===== src/rtl/flash_err_pkg.sv =====
package flash_err_pkg;

   typedef enum logic [1:0] {
      OPK_PROG  = 2'd0,
      OPK_ERASE = 2'd1,
      OPK_WBUF  = 2'd2,
      OPK_RSVD  = 2'd3
   } op_kind_e;

   typedef enum logic [2:0] {
      ST_IDLE  = 3'd0,
      ST_RUN   = 3'd1,
      ST_HALT  = 3'd2,
      ST_FAIL  = 3'd3,
      ST_ABORT = 3'd4
   } err_state_e;

   localparam logic MODE_ARRAY    = 1'b0;
   localparam logic MODE_SUSPREAD = 1'b1;

endpackage


===== src/rtl/flash_prog_check.sv =====
module flash_prog_check #(
   parameter int DATA_W = 16
) (
   input  logic [DATA_W-1:0] old_word,
   input  logic [DATA_W-1:0] new_word,
   output logic              raise_req
);
   logic [DATA_W-1:0] raise_bits;

   generate
      for (genvar b = 0; b < DATA_W; b++) begin : g_bit
         assign raise_bits[b] = ~old_word[b] & new_word[b];
      end
   endgenerate

   assign raise_req = |raise_bits;
endmodule


===== src/rtl/flash_pulse_cnt.sv =====
module flash_pulse_cnt #(
   parameter int LIMIT = 64,
   parameter int CNT_W = 7
) (
   input  logic clk,
   input  logic rst_n,
   input  logic clear,
   input  logic step,
   output logic limit_hit
);
   localparam logic [CNT_W-1:0] LAST = CNT_W'(LIMIT - 1);

   logic [CNT_W-1:0] cnt_q;

   assign limit_hit = step && (cnt_q == LAST);

   always_ff @(posedge clk or negedge rst_n) begin
      if (!rst_n) begin
         cnt_q <= '0;
      end else if (clear) begin
         cnt_q <= '0;
      end else if (step && (cnt_q != LAST)) begin
         cnt_q <= cnt_q + 1'b1;
      end
   end
endmodule


===== src/rtl/flash_err_fsm.sv =====
module flash_err_fsm
   import flash_err_pkg::*;
(
   input  logic       clk,
   input  logic       rst_n,
   input  logic       op_start,
   input  logic [1:0] op_kind,
   input  logic       raise_req,
   input  logic       susp_prog,
   input  logic       bypass_mode,
   input  logic       limit_hit,
   input  logic       op_done,
   input  logic       wbuf_abort,
   input  logic       cmd_reset,
   input  logic       cmd_bypass_reset,
   input  logic       cmd_abort_reset,
   output err_state_e state,
   output logic       resume_mode
);
   err_state_e st_q, st_n;
   op_kind_e   kind_q, kind_n;
   logic       susp_q, susp_n;
   logic       byp_q, byp_n;
   logic       mode_q, mode_n;
   logic       clear_ok;

   assign clear_ok = byp_q ? cmd_bypass_reset : cmd_reset;

   always_comb begin
      st_n   = st_q;
      kind_n = kind_q;
      susp_n = susp_q;
      byp_n  = byp_q;
      mode_n = mode_q;
      unique case (st_q)
         ST_IDLE: begin
            if (op_start) begin
               kind_n = op_kind_e'(op_kind);
               susp_n = susp_prog;
               byp_n  = bypass_mode;
               if ((op_kind_e'(op_kind) == OPK_PROG) && raise_req)
                  st_n = ST_HALT;
               else
                  st_n = ST_RUN;
            end
         end
         ST_RUN: begin
            if ((kind_q == OPK_WBUF) && wbuf_abort) begin
               st_n = ST_ABORT;
            end else if (op_done) begin
               st_n   = ST_IDLE;
               mode_n = susp_q;
            end else if (limit_hit) begin
               st_n = ST_FAIL;
            end
         end
         ST_HALT: begin
            if (limit_hit) st_n = ST_FAIL;
         end
         ST_FAIL: begin
            if (clear_ok) begin
               st_n   = ST_IDLE;
               mode_n = susp_q;
            end
         end
         ST_ABORT: begin
            if (cmd_abort_reset) begin
               st_n   = ST_IDLE;
               mode_n = MODE_ARRAY;
            end
         end
         default: st_n = ST_IDLE;
      endcase
   end

   always_ff @(posedge clk or negedge rst_n) begin
      if (!rst_n) begin
         st_q   <= ST_IDLE;
         kind_q <= OPK_ERASE;
         susp_q <= 1'b0;
         byp_q  <= 1'b0;
         mode_q <= MODE_ARRAY;
      end else begin
         st_q   <= st_n;
         kind_q <= kind_n;
         susp_q <= susp_n;
         byp_q  <= byp_n;
         mode_q <= mode_n;
      end
   end

   assign state       = st_q;
   assign resume_mode = mode_q;
endmodule


===== src/rtl/flash_err_flags.sv =====
module flash_err_flags
   import flash_err_pkg::*;
#(
   parameter int DATA_W      = 16,
   parameter int PULSE_LIMIT = 64
) (
   input  logic              clk,
   input  logic              rst_n,
   input  logic              op_start,
   input  logic [1:0]        op_kind,
   input  logic [DATA_W-1:0] prog_old,
   input  logic [DATA_W-1:0] prog_new,
   input  logic              susp_prog,
   input  logic              bypass_mode,
   input  logic              pulse_tick,
   input  logic              op_done,
   input  logic              wbuf_abort,
   input  logic              cmd_reset,
   input  logic              cmd_bypass_reset,
   input  logic              cmd_abort_reset,
   output logic              st_timeout,
   output logic              st_abort,
   output logic              halted,
   output logic              busy,
   output logic              resume_mode
);
   localparam int CNT_W = (PULSE_LIMIT < 2) ? 1 : $clog2(PULSE_LIMIT);

   generate
      if (DATA_W < 1) begin : g_bad_width
         $error("flash_err_flags: DATA_W must be at least 1");
      end
      if (PULSE_LIMIT < 2) begin : g_bad_limit
         $error("flash_err_flags: PULSE_LIMIT must be at least 2");
      end
   endgenerate

   logic       raise_req;
   logic       limit_hit;
   logic       in_flight;
   err_state_e state;

   flash_prog_check #(.DATA_W(DATA_W)) u_check (
      .old_word  (prog_old),
      .new_word  (prog_new),
      .raise_req (raise_req)
   );

   assign in_flight = (state == ST_RUN) || (state == ST_HALT);

   flash_pulse_cnt #(.LIMIT(PULSE_LIMIT), .CNT_W(CNT_W)) u_cnt (
      .clk       (clk),
      .rst_n     (rst_n),
      .clear     (state == ST_IDLE),
      .step      (pulse_tick && in_flight),
      .limit_hit (limit_hit)
   );

   flash_err_fsm u_fsm (
      .clk              (clk),
      .rst_n            (rst_n),
      .op_start         (op_start),
      .op_kind          (op_kind),
      .raise_req        (raise_req),
      .susp_prog        (susp_prog),
      .bypass_mode      (bypass_mode),
      .limit_hit        (limit_hit),
      .op_done          (op_done),
      .wbuf_abort       (wbuf_abort),
      .cmd_reset        (cmd_reset),
      .cmd_bypass_reset (cmd_bypass_reset),
      .cmd_abort_reset  (cmd_abort_reset),
      .state            (state),
      .resume_mode      (resume_mode)
   );

   assign st_timeout = (state == ST_FAIL);
   assign st_abort   = (state == ST_ABORT);
   assign halted     = (state == ST_HALT);
   assign busy       = in_flight;
endmodule


===== config.mk =====
export PLATFORM = sky130hd
export DESIGN_NAME = flash_err_flags
export DESIGN_NICKNAME = d
export VERILOG_FILES = /design/src/rtl/flash_err_pkg.sv /design/src/rtl/flash_prog_check.sv /design/src/rtl/flash_pulse_cnt.sv /design/src/rtl/flash_err_fsm.sv /design/src/rtl/flash_err_flags.sv
export SDC_FILE = /design/constraint.sdc
export NUM_CORES = 1
export LEC_CHECK = 0
export ABC_AREA = 1
export BUFFER_PORTS_ARGS = -buffer_cell sky130_fd_sc_hd__buf_2
export CAP_MARGIN = 20
export CORE_MARGIN = 2
export CORE_UTILIZATION = 46
export DETAILED_ROUTE_END_ITERATION = 8
export GPL_TIMING_DRIVEN = 0
export HOLD_SLACK_MARGIN = 0.1
export PLACE_DENSITY_LB_ADDON = 0.15
export SLEW_MARGIN = 20
export SYNTH_ARGS = -nofsm -noshare
export SYNTH_HDL_FRONTEND = slang
export SYNTH_SLANG_ARGS = --single-unit
export TNS_END_PERCENT = 1

===== constraint.sdc =====
create_clock -name clk -period 1.9 [get_ports clk]
set_clock_uncertainty 0.05 [all_clocks]
set_input_delay 0 -clock clk [delete_from_list [all_inputs] [get_ports clk]]
set_output_delay 0 -clock clk [all_outputs]
set_load 0.03 [all_outputs]

==> results of run 1 <==
==> critical path: cells and delay by family, from the launching register on <==
family | cells | cell delay (ns)
compound gates | 1 | 0.12
buf+inv | 2 | 0.72
flops | 1 | 0.43
simple gates | 3 | 0.28
==> routing by layer <==
layer	vias to the layer above	GRT usage (%)
met5	-	0
met4	0	7.46
met3	2	3.45
met2	39	40.9
met1	471	24.1
li1	578	-
==> flip-flops by register name, summed over array words and instances (netlist names) <==
register and flops:
u_fsm.susp_q 1, u_cnt.cnt_q 6, u_fsm.resume_mode 1, u_fsm.byp_q 1, u_fsm.kind_q 2, u_fsm.state 3
==> cell usage in the layout, fill, tap and decap left out <==
cell type / instances
buf_2: 49
nand2_1: 48
inv_1: 21
nor2_1: 16
dfrtp_1: 13
dlygate4sd3_1: 12
nand2_4: 5
nand3_1: 5
inv_2: 4
mux2_4: 4
nor2_2: 3
o21ai_0: 3
o21ai_1: 3
xor2_1: 3
clkbuf_4: 3
inv_4: 2
nand2_2: 2
nand4_1: 2
nand3_2: 1
nor2_4: 1
o211ai_2: 1
o211ai_1: 1
a21oi_1: 1
clkinv_1: 1
nor3_2: 1
nand3b_4: 1
xnor2_1: 1
o31ai_1: 1
o31ai_2: 1
ha_1: 1
clkbuf_8: 1
dfstp_2: 1
==> cells in the mapped netlist <==
cell type  count
nand2_1       48
inv_1         21
nor2_1        16
dfrtp_1       13
nand2_4        5
nand3_1        5
inv_2          4
mux2_4         4
nor2_2         3
o21ai_0        3
o21ai_1        3
xor2_1         3
inv_4          2
nand2_2        2
nand4_1        2
a21oi_1        1
clkinv_1       1
dfstp_2        1
ha_1           1
nand3_2        1
nand3b_4       1
nor2_4         1
nor3_2         1
o211ai_1       1
o211ai_2       1
o31ai_1        1
o31ai_2        1
xnor2_1        1
==> final cells by class <==
type / count / share of cell area [%]
well taps: 28 / 2.34
multi-input cells: 105 / 40.0
flip-flops and latches: 14 / 23.5
repair buffers: 61 / 24.4
clock buffers: 4 / 2.42
inverters: 28 / 7.35
==> cells by family (layout without fill, tap and decap cells) <==
family	Yosys count	after routing	synth area share, %
muxes	4	4	5.66
and+or+nand+nor	85	85	39.3
xor gates and xnor gates	4	4	3.30
DFF	14	14	33.1
adders and majority gates	1	1	1.18
buffers and inverters	28	93	10.4
AOI/OAI and AO/OA	11	11	7.07
==> worst paths after layout <==
kind	start	to	cells after the start
max in group asynchronous	rst_n	u_fsm.kind_q[0]	2
min	rst_n	u_fsm.kind_q[1]	2
max reg2reg	u_fsm.state[2]	u_fsm.state[1]	6
max	u_fsm.state[2]	u_fsm.state[1]	6
min reg2reg	u_fsm.kind_q[1]	u_fsm.kind_q[1]	1
min in group clk	cmd_reset	u_fsm.state[1]	7
==> metrics by stage <==
stage / power (mW) / util, % / hold slack [ns] / instances
floorplan: 1.17 / - / -0.346 / 147
global placement: 1.35 / 61.2 / -0.139 / 224
detailed placement: 1.38 / 61.2 / -0.128 / 224
CTS: 1.62 / 68.4 / 0.103 / 240
global route: 1.77 / 68.4 / 0.137 / 240
finish: 1.61 / 68.4 / 0.109 / 240
==> where the power goes <==
part	switching, mW	leakage, nW	internal (mW)
Sequential	0.0782	0.180	0.398
Combinational	0.562	0.688	0.361
Clock	0.0970	0.0210	0.117
Total	0.738	0.888	0.875
==> reports/qor.yml, run 1 <==
outcome: "completed"
ant_nets: 0
cts_hold_buffers: 12
stdcell_area_um2: 1500
slowest_delay_ns: 0.59
cts_tree: "done"
arrival_ns: 1.84
die_h_um: 52.0
portBuffers: 49
path_cells: "inv_2 > nand2_4 > nor2_2 > o211ai_2 > dlygate4sd3_1 > nand2_1"
htree_levels: 1
yosysSeqAreaShare_pct: 33.1
dr_wl_met2_um: 1240
routed.top_layer: "met4"
die_w_um: 52.0
fillers: 194
hp-class: "in2async"
slew_headroom_pct: 78.5
setup_tns_ns: 0
final_max_slew_viol_count: 0
antenna_found_initial: 0
ys_warn_count: 0
slowest_stage: "dlygate4sd3_1"
synth_top_area_share_pct: 30.7
postCtsSetupBuffers: 0
clk_path_buf_depth: 2
ios: 50
crit_path_start_kind: "register"
wl_met1_um: 962
gp_congestion: 0.732
num_vias: 1090
wl_met3_um: 134
post-place-ws_ns: 0.394
regArea_um2: 352
worst_slew_pin_slew_ns: 0.323
critPathCaptureType: "register"
yosys-top-cells-area: "dfrtp_1 (31%), nand2_1 (17%), inv_1 (7.4%)"
syn_area_per_cell_um2: 7.22
p_leak_nw: 0.888
netlist_area_um2: 1060
setup_viol: 0
ys_types: 28
placed_cell_area_um2: 1340
clock_latency_ns: 0.28
grt_usage_pct: 21.7
wl_per_cell_um: 9.88
nets: 259
ys_seq_elements: 14
dp_hpwl_um: 1890
viasPerCell: 4.54
synth_top_area_cell: "dfrtp_1"
cts_made_buffers: 3
clock-root-buffer: "clkbuf_4"
multi_input_area_um2: 599
timing.final.crit_period_ns: 1.67
syn_inst: 147
crit_type: "reg2reg"
start_util_pct: 48.4
rsz0062_at_grt: "false"
drive_gt1_share_pct: 37.7
antenna_cells: 0
rows: 17
maxCapViolations: 0
clk_pin_slew_worst_paths_ns: 0.09
ir_drop_mv: 0.711
die-area_um2: 2710
synth_nets: 193
cts_sinks: 14
grt_pass1_vias: 1108
grt_max_degree: 15
max_freq_mhz: 599
p_per_area_nw_per_um2: 1080
detail_route.first_pass.iterations: 3
timing.final.crit_share_pct: 87.9
drc: 0
dr.first_iter.drc_count: 6
r2r_slack_ns: 0.23
crit_required_ns: 2.07
coreArea_um2: 2190
ctsResizeCount: 0
routed_wl_um: 2370
grt_pass1_wl_um: 4380
crit_fanout: 5
grt-ovfl-total: 0
hold_viol: 0
fin_ws_ns: 0.230
areaGrowthSynthToFinish_pct: 41.2
Note: power is estimated with default switching activity, not from simulation.
==> run 2, diff against run 1 <==
--- a/config.mk
+++ b/config.mk
@@ -5,11 +5,10 @@
 export SDC_FILE = /design/constraint.sdc
 export NUM_CORES = 1
 export LEC_CHECK = 0
-export ABC_AREA = 1
 export BUFFER_PORTS_ARGS = -buffer_cell sky130_fd_sc_hd__buf_2
 export CAP_MARGIN = 20
 export CORE_MARGIN = 2
-export CORE_UTILIZATION = 46
+export CORE_UTILIZATION = 44
 export DETAILED_ROUTE_END_ITERATION = 8
 export GPL_TIMING_DRIVEN = 0
 export HOLD_SLACK_MARGIN = 0.1
==> run 2 against run 1 <==
Via count is 7.2% lower. Synthesized area down 12%. Critical path depth fell by 1. Register-to-register slack got worse by 0.09 ns. Non-clock buffer count increased by 5. Routed wire length is 8.9% higher. Largest cell class unchanged. Critical endpoint is now u_cnt.cnt_q[5]. Sequential cell count stayed put.
==> reports/qor.yml, run 2 <==
setup_tns_ns: 0  # unchanged
routed_wl_um: 2580  # +8.9%
placed_cells: 175  # -22%
synth_ff_type: "dfrtp_1"
drive_gt1_share_pct: 40.1  # +2.4 points
final_max_slew_viol_count: 0  # unchanged
crit_required_ns: 2.06  # about the same
grt_pass1_vias: 1028  # -7.2%
stdcell_area_um2: 1410  # -6.1%
synth_nets: 145  # -25%
viasPerCell: 5.22  # +15%
synth_top_area_cell: "dfrtp_1"
hold_viol: 0  # unchanged
synth_top_area_share_pct: 34.8  # +4.1 points
path_cells: "ha_1 > nand3_2 > o2111ai_4 > or4_1 > a21oi_1"
yosys.area_share.xor_xnor_pct: 2.67  # -0.63 points
timing.final.crit_share_pct: 92.4  # +4.5 points
die_h_um: 50.1  # -3.7%
placed_cell_area_um2: 1210  # -9.4%
grt_max_degree: 14  # -1
final_core_utilization_pct: 71.0  # +2.6 points
crit_path_start_kind: "register"
ant_nets: 0  # unchanged
max_freq_mhz: 569  # -4.9%
p_per_area_nw_per_um2: 1020  # -5.4%
slew_headroom_pct: 58.5  # -20 points
final_common_cell: "buf_2"
fin_ws_ns: 0.144  # -0.0863 ns
cp.depth: 5  # -1
grt_pass1_wl_um: 4110  # -6.1%
muxShareOfSynthArea_pct: 6.95  # +1.3 points
outcome: "completed"
areaGrowthSynthToFinish_pct: 50.3
portBuffers: 49  # unchanged
synth-compound-area-share_pct: 18.2  # +11 points
wl_per_cell_um: 13.3  # +35%
dr.first_iter.drc_count: 15  # +9
ios: 50  # unchanged
dr_wl_met2_um: 1400  # +13%
slowest_stage: "or4_1"
post-place-ws_ns: -0.0256  # -0.419 ns
worst-path-buf-inv: 0  # -2
yosys-top-cells-area: "dfrtp_1 (35%), nor2b_1 (8.7%), mux2_2 (4.8%)"
arrival_ns: 1.91  # +0.07 ns
worst_slew_pin_slew_ns: 0.620  # +0.298 ns
ys_types: 36  # +29%
largest_register_ffs: 6  # unchanged
cts_tree: "done"
wl_met3_um: 148  # +10%
die_w_um: 50.1  # -3.7%
max_flop_register: "u_cnt.cnt_q"
synth_edf_count: 0  # unchanged
final_cells: 194  # -19%
ys_seq_elements: 14  # unchanged
clock-root-buffer: "clkbuf_4"
grt-ovfl-total: 0  # unchanged
nets: 214  # -17%
setup_viol: 0  # unchanged
dp_hpwl_um: 1840  # -2.4%
p_total_mw: 1.43  # -11%
gp_congestion: 0.729  # -0.37%
cp_top_family: "simple AND/OR/NAND/NOR gates"
hp-class: "in2async"
antenna_found_initial: 0  # unchanged
syn_area_per_cell_um2: 9.45  # +31%
maxCapViolations: 0  # unchanged
rsz0062_at_grt: "false"
ir_drop_mv: 0.583  # -18%
yosys.area_share.simple_pct: 28.9  # -10 points
slowest_delay_ns: 0.53  # -0.06 ns
die-area_um2: 2510  # -7.2%
final_cell_mix: "buf_2 (49), nor2b_1 (13), dfrtp_1 (13), dlygate4sd3_1 (12), nor2_1 (8)"
rows: 16  # -1
timing.final.crit_period_ns: 1.76  # +0.0863 ns
start_util_pct: 47.2  # -1.2 points
synth_top_cells_by_count: "dfrtp_1 (13), nor2b_1 (13), nor2_1 (8), inv_1 (7)"
routed.top_layer: "met4"
num_vias: 1012  # -7.2%
syn_inst: 99  # -33%
htree_levels: 1  # unchanged
ys_warn_count: 0  # unchanged
crit_type: "reg2reg"
ff2ff_path_depth: 5  # -1
wl_met1_um: 1020  # +5.5%
grt_usage_pct: 21.9  # +0.21 points
cts_made_buffers: 3  # unchanged
cts_sinks: 14  # unchanged
p_leak_nw: 0.663  # -25%
netlist_area_um2: 936  # -12%
yosysSeqAreaShare_pct: 37.6  # +4.4 points
synthArstFlopShare_pct: 100  # unchanged
synth_top_family_by_area: "simple AND/OR/NAND/NOR gates"
crit_fanout: 5  # unchanged
antenna_cells: 0  # unchanged
coreArea_um2: 1980  # -9.5%
critPathCaptureType: "register"
clk_pin_slew_worst_paths_ns: 0.10  # about the same
whs_ns: 0.141  # +0.0321 ns
synthAdderAreaFrac_pct: 1.34  # +0.16 points
clk_path_buf_depth: 2  # unchanged
detail_route.first_pass.iterations: 4  # +1
clock_latency_ns: 0.28  # about the same
drc: 0  # unchanged
## run 2: power by group
group / total (mW) / internal (mW) / switching (mW)
sequential: 0.465 / 0.392 / 0.0723
combinational: 0.747 / 0.351 / 0.396
clock: 0.220 / 0.117 / 0.104
total: 1.43 / 0.860 / 0.572
## run 2: area by class of cell
| class | count | area (um^2) |
|---|---|---|
| flip-flops and latches | 14 | 352 |
| repair buffers | 64 | 388 |
| plain buffers | 2 | 15.0 |
| well taps | 27 | 33.8 |
| fillers | 162 | 576 |
| clock buffers | 4 | 36.3 |
| inverters | 7 | 26.3 |
| multi-input cells | 76 | 556 |
## run 2: path summary, 6_finish.rpt
kind                                endpoint           start  slack (ns)
max in group asynchronous     u_cnt.cnt_q[1]           rst_n        0.62
min in group clk           u_fsm.resume_mode         op_done        0.22
min reg2reg                     u_fsm.susp_q    u_fsm.susp_q        0.48
max                           u_cnt.cnt_q[5]  u_cnt.cnt_q[0]        0.14
max reg2reg                   u_cnt.cnt_q[5]  u_cnt.cnt_q[0]        0.14
min                          u_fsm.kind_q[0]           rst_n        0.14
## run 2: what timing repair did
item / CTS / global route
endpoints found under the setup margin: 1 / 3
gates resized for setup: 1 / 2
setup buffers: 0 / 3
hold buffers: 12 / 0
endpoints found under the hold margin: 24 / 0
pin swaps: 0 / 1
## run 2: per-layer routing
layer | global-route usage [%] | vias up
li1 | - | 493
met1 | 22.0 | 472
met2 | 43.6 | 45
met3 | 2.42 | 2
met4 | 9.72 | 0
met5 | 0 | -
## run 2: cell families (layout without fill, tap and decap cells)
kind of cell	count (synthesis)	count (layout)
DFF	14	14
and+or+nand+nor	47	47
xor gates and xnor gates	2	2
muxes	6	6
adders and majority gates	1	1
buffers and inverters	9	77
AOI/OAI and AO/OA	20	20
==> run 3, diff against run 2 <==
--- a/config.mk
+++ b/config.mk
@@ -12,7 +12,7 @@
 export DETAILED_ROUTE_END_ITERATION = 8
 export GPL_TIMING_DRIVEN = 0
 export HOLD_SLACK_MARGIN = 0.1
-export PLACE_DENSITY_LB_ADDON = 0.15
+export PLACE_DENSITY_LB_ADDON = 0.05
 export SLEW_MARGIN = 20
 export SYNTH_ARGS = -nofsm -noshare
 export SYNTH_HDL_FRONTEND = slang
==> run 3 against run 2 <==
Sequential cell count is the same. Critical path depth is the same. Critical endpoint unchanged. Global-route usage down 1.2 points.
==> reports/qor.yml, run 3 (same netlist as run 2, synthesis figures left out) <==
detail_route.first_pass.iterations: 5  # +1
regToRegStartpoint: "u_cnt.cnt_q[0]"
cts_tree: "done"
crit_type: "reg2reg"
p_leak_nw: 0.671  # +1.3%
grt-ovfl-total: 0  # unchanged
final_max_slew_viol_count: 0  # unchanged
viasPerCell: 5.12  # -1.8%
clk_pin_slew_worst_paths_ns: 0.09  # about the same
clock_power_share_pct: 15.2  # -0.2 points
die_h_um: 50.1  # unchanged
max_freq_mhz: 567  # -0.36%
die_w_um: 50.1  # unchanged
drive_gt1_share_pct: 39.6  # -0.47 points
whs_endpoint: "u_fsm.state[0]"
ir_drop_mv: 0.772  # +32%
placed_cell_area_um2: 1210  # unchanged
routed_wl_um: 2310  # -10%
grt_pass1_wl_um: 4020  # -2.2%
fillers: 148  # -8.6%
start_util_pct: 47.2  # unchanged
worst-path-buf-inv: 0  # unchanged
rsz0062_at_grt: "false"
final_cell_mix: "buf_2 (49), dlygate4sd3_1 (14), nor2b_1 (13), dfrtp_1 (13), nor2_1 (8)"
cts_sinks: 14  # unchanged
wl_per_cell_um: 11.8  # -11%
cts_made_buffers: 3  # unchanged
num_vias: 1004  # -0.79%
clk_path_buf_depth: 2  # unchanged
ant_nets: 0  # unchanged
clock_latency_ns: 0.28  # about the same
stdcell_area_um2: 1420  # +0.89%
timing.final.crit_share_pct: 92.8  # +0.33 points
gp_congestion: 0.792  # +8.7%
crit_path_start_kind: "register"
post-place-ws_ns: -0.0102  # +0.0153 ns
largest_register_ffs: 6  # unchanged
timing.rr.end: "u_cnt.cnt_q[5]"
drc: 0  # unchanged
crit_fanout: 6  # +1
ios: 50  # unchanged
portBuffers: 49  # unchanged
slowest_delay_ns: 0.54  # about the same
dp_hpwl_um: 1760  # -4.7%
hp-class: "in2reg"
hold_depth: 5
clock-root-buffer: "clkbuf_4"
dr.first_iter.drc_count: 20  # +5
arrival_ns: 1.93  # +0.02 ns
rows: 16  # unchanged
p_per_area_nw_per_um2: 987  # -3.1%
crit_required_ns: 2.06  # about the same
p_seq_share_pct: 32.9  # +0.5 points
antenna_cells: 0  # unchanged
hold_viol: 0  # unchanged
die-area_um2: 2510  # unchanged
nets: 216  # +0.93%
min_from: "prog_old[11]"
fin_ws_ns: 0.138  # -0.00626 ns
slowest_stage: "or4_1"
multi_input_area_um2: 548  # -1.4%
maxCapViolations: 0  # unchanged
p_sw_mw: 0.545  # -4.7%
p_sw_share_pct: 38.9  # -1.0 points
cp_top_family: "simple AND/OR/NAND/NOR gates"
grt_max_degree: 14  # unchanged
worst_slew_pin_slew_ns: 0.598  # -0.0223 ns
max_flop_register: "u_cnt.cnt_q"
grt_pass1_vias: 1005  # -2.2%
areaGrowthSynthToFinish_pct: 51.6
critPathCaptureType: "register"
ff2ff_path_depth: 5  # unchanged
outcome: "completed"
slew_headroom_pct: 60.0  # +1.5 points
setup_viol: 0  # unchanged
intPower_mw: 0.855  # -0.60%
coreArea_um2: 1980  # unchanged
regArea_um2: 352  # unchanged
path_cells: "ha_1 > nand3_2 > o2111ai_4 > or4_1 > a21oi_1"
antenna_found_initial: 0  # unchanged
timing.final.crit_period_ns: 1.76  # +0.00626 ns
grt_usage_pct: 20.7  # -1.2 points
r2r_slack_ns: 0.14  # about the same
final_common_cell: "buf_2"
combinationalPowerShare_pct: 52.0  # -0.2 points
htree_levels: 1  # unchanged
-- run 3: cell count changes in the layout (fill, tap and decap cells not counted), sizes merged --
cell,change
dlygate4sd3,+2
-- run 3: timing repair --
| item | CTS | global route |
|---|---|---|
| gates resized for setup | 1 | 0 |
| pin swaps | 0 | 1 |
| hold buffers | 14 | 0 |
| setup endpoints to repair | 1 | 1 |
| buffers inserted | 0 | 3 |
| endpoints found under the hold margin | 24 | 0 |
-- run 3: per-stage QoR --
step / hold slack (ns) / power (mW) / TNS [ns] / cells / util, %
after global placement: -0.136 / 1.10 / 0 / 175 / 61.3
after detailed placement: -0.139 / 1.12 / -0.0102 / 175 / 61.3
after global routing: 0.160 / 1.50 / 0 / 196 / 71.6
after floorplan: -0.346 / 0.947 / 0 / 99 / -
after CTS: 0.132 / 1.37 / 0 / 193 / 70.5
final: 0.138 / 1.40 / 0 / 196 / 71.6
-- run 3: layout make-up --
| cell class | instances | area share [%] |
|---|---|---|
| well taps | 27 | 2.38 |
| inverters | 7 | 1.85 |
| multi-input cells | 76 | 38.6 |
| repair buffers | 66 | 28.7 |
| plain buffers | 2 | 1.06 |
| flip-flops and latches | 14 | 24.8 |
| clock buffers | 4 | 2.56 |
-- run 3: layer usage --
layer	routed length (um)	vias to the layer above	track usage [%]
met2	1160	44	38.2
met1	989	457	23.0
li1	-	503	-
met3	165	0	6.67
met5	0	-	0
met4	0	0	3.24
-- run 3: worst min-delay path, cell delays in order --
cell       delay [ns]
buf_2            0.09
inv_1            0.04
a2111oi_0        0.08
nand4_1          0.12
o211ai_1         0.09
-- run 3: worst max path at each step --
stage / start / endpoint / slack, ns / cells past startpoint
after global placement: u_cnt.cnt_q[0] / u_cnt.cnt_q[5] / 0.03 / 5
after global routing: u_fsm.state[1] / u_fsm.byp_q / 0.02 / 4
after detailed placement: u_cnt.cnt_q[0] / u_cnt.cnt_q[5] / -0.01 / 5
after floorplan: u_cnt.cnt_q[0] / u_cnt.cnt_q[5] / 0.12 / 5
after CTS: u_cnt.cnt_q[0] / u_cnt.cnt_q[5] / 0.05 / 5
final: u_cnt.cnt_q[0] / u_cnt.cnt_q[5] / 0.14 / 5
-- run 3: power by group through the flow --
stage                     combinational [mW]  clock (mW)  sequential [mW]
after floorplan                        0.479           0            0.468
after global placement                 0.642           0            0.459
after detailed placement               0.658           0            0.466
after CTS                              0.687       0.220            0.459
after global routing                   0.793       0.234            0.473
final                                  0.728       0.213            0.460
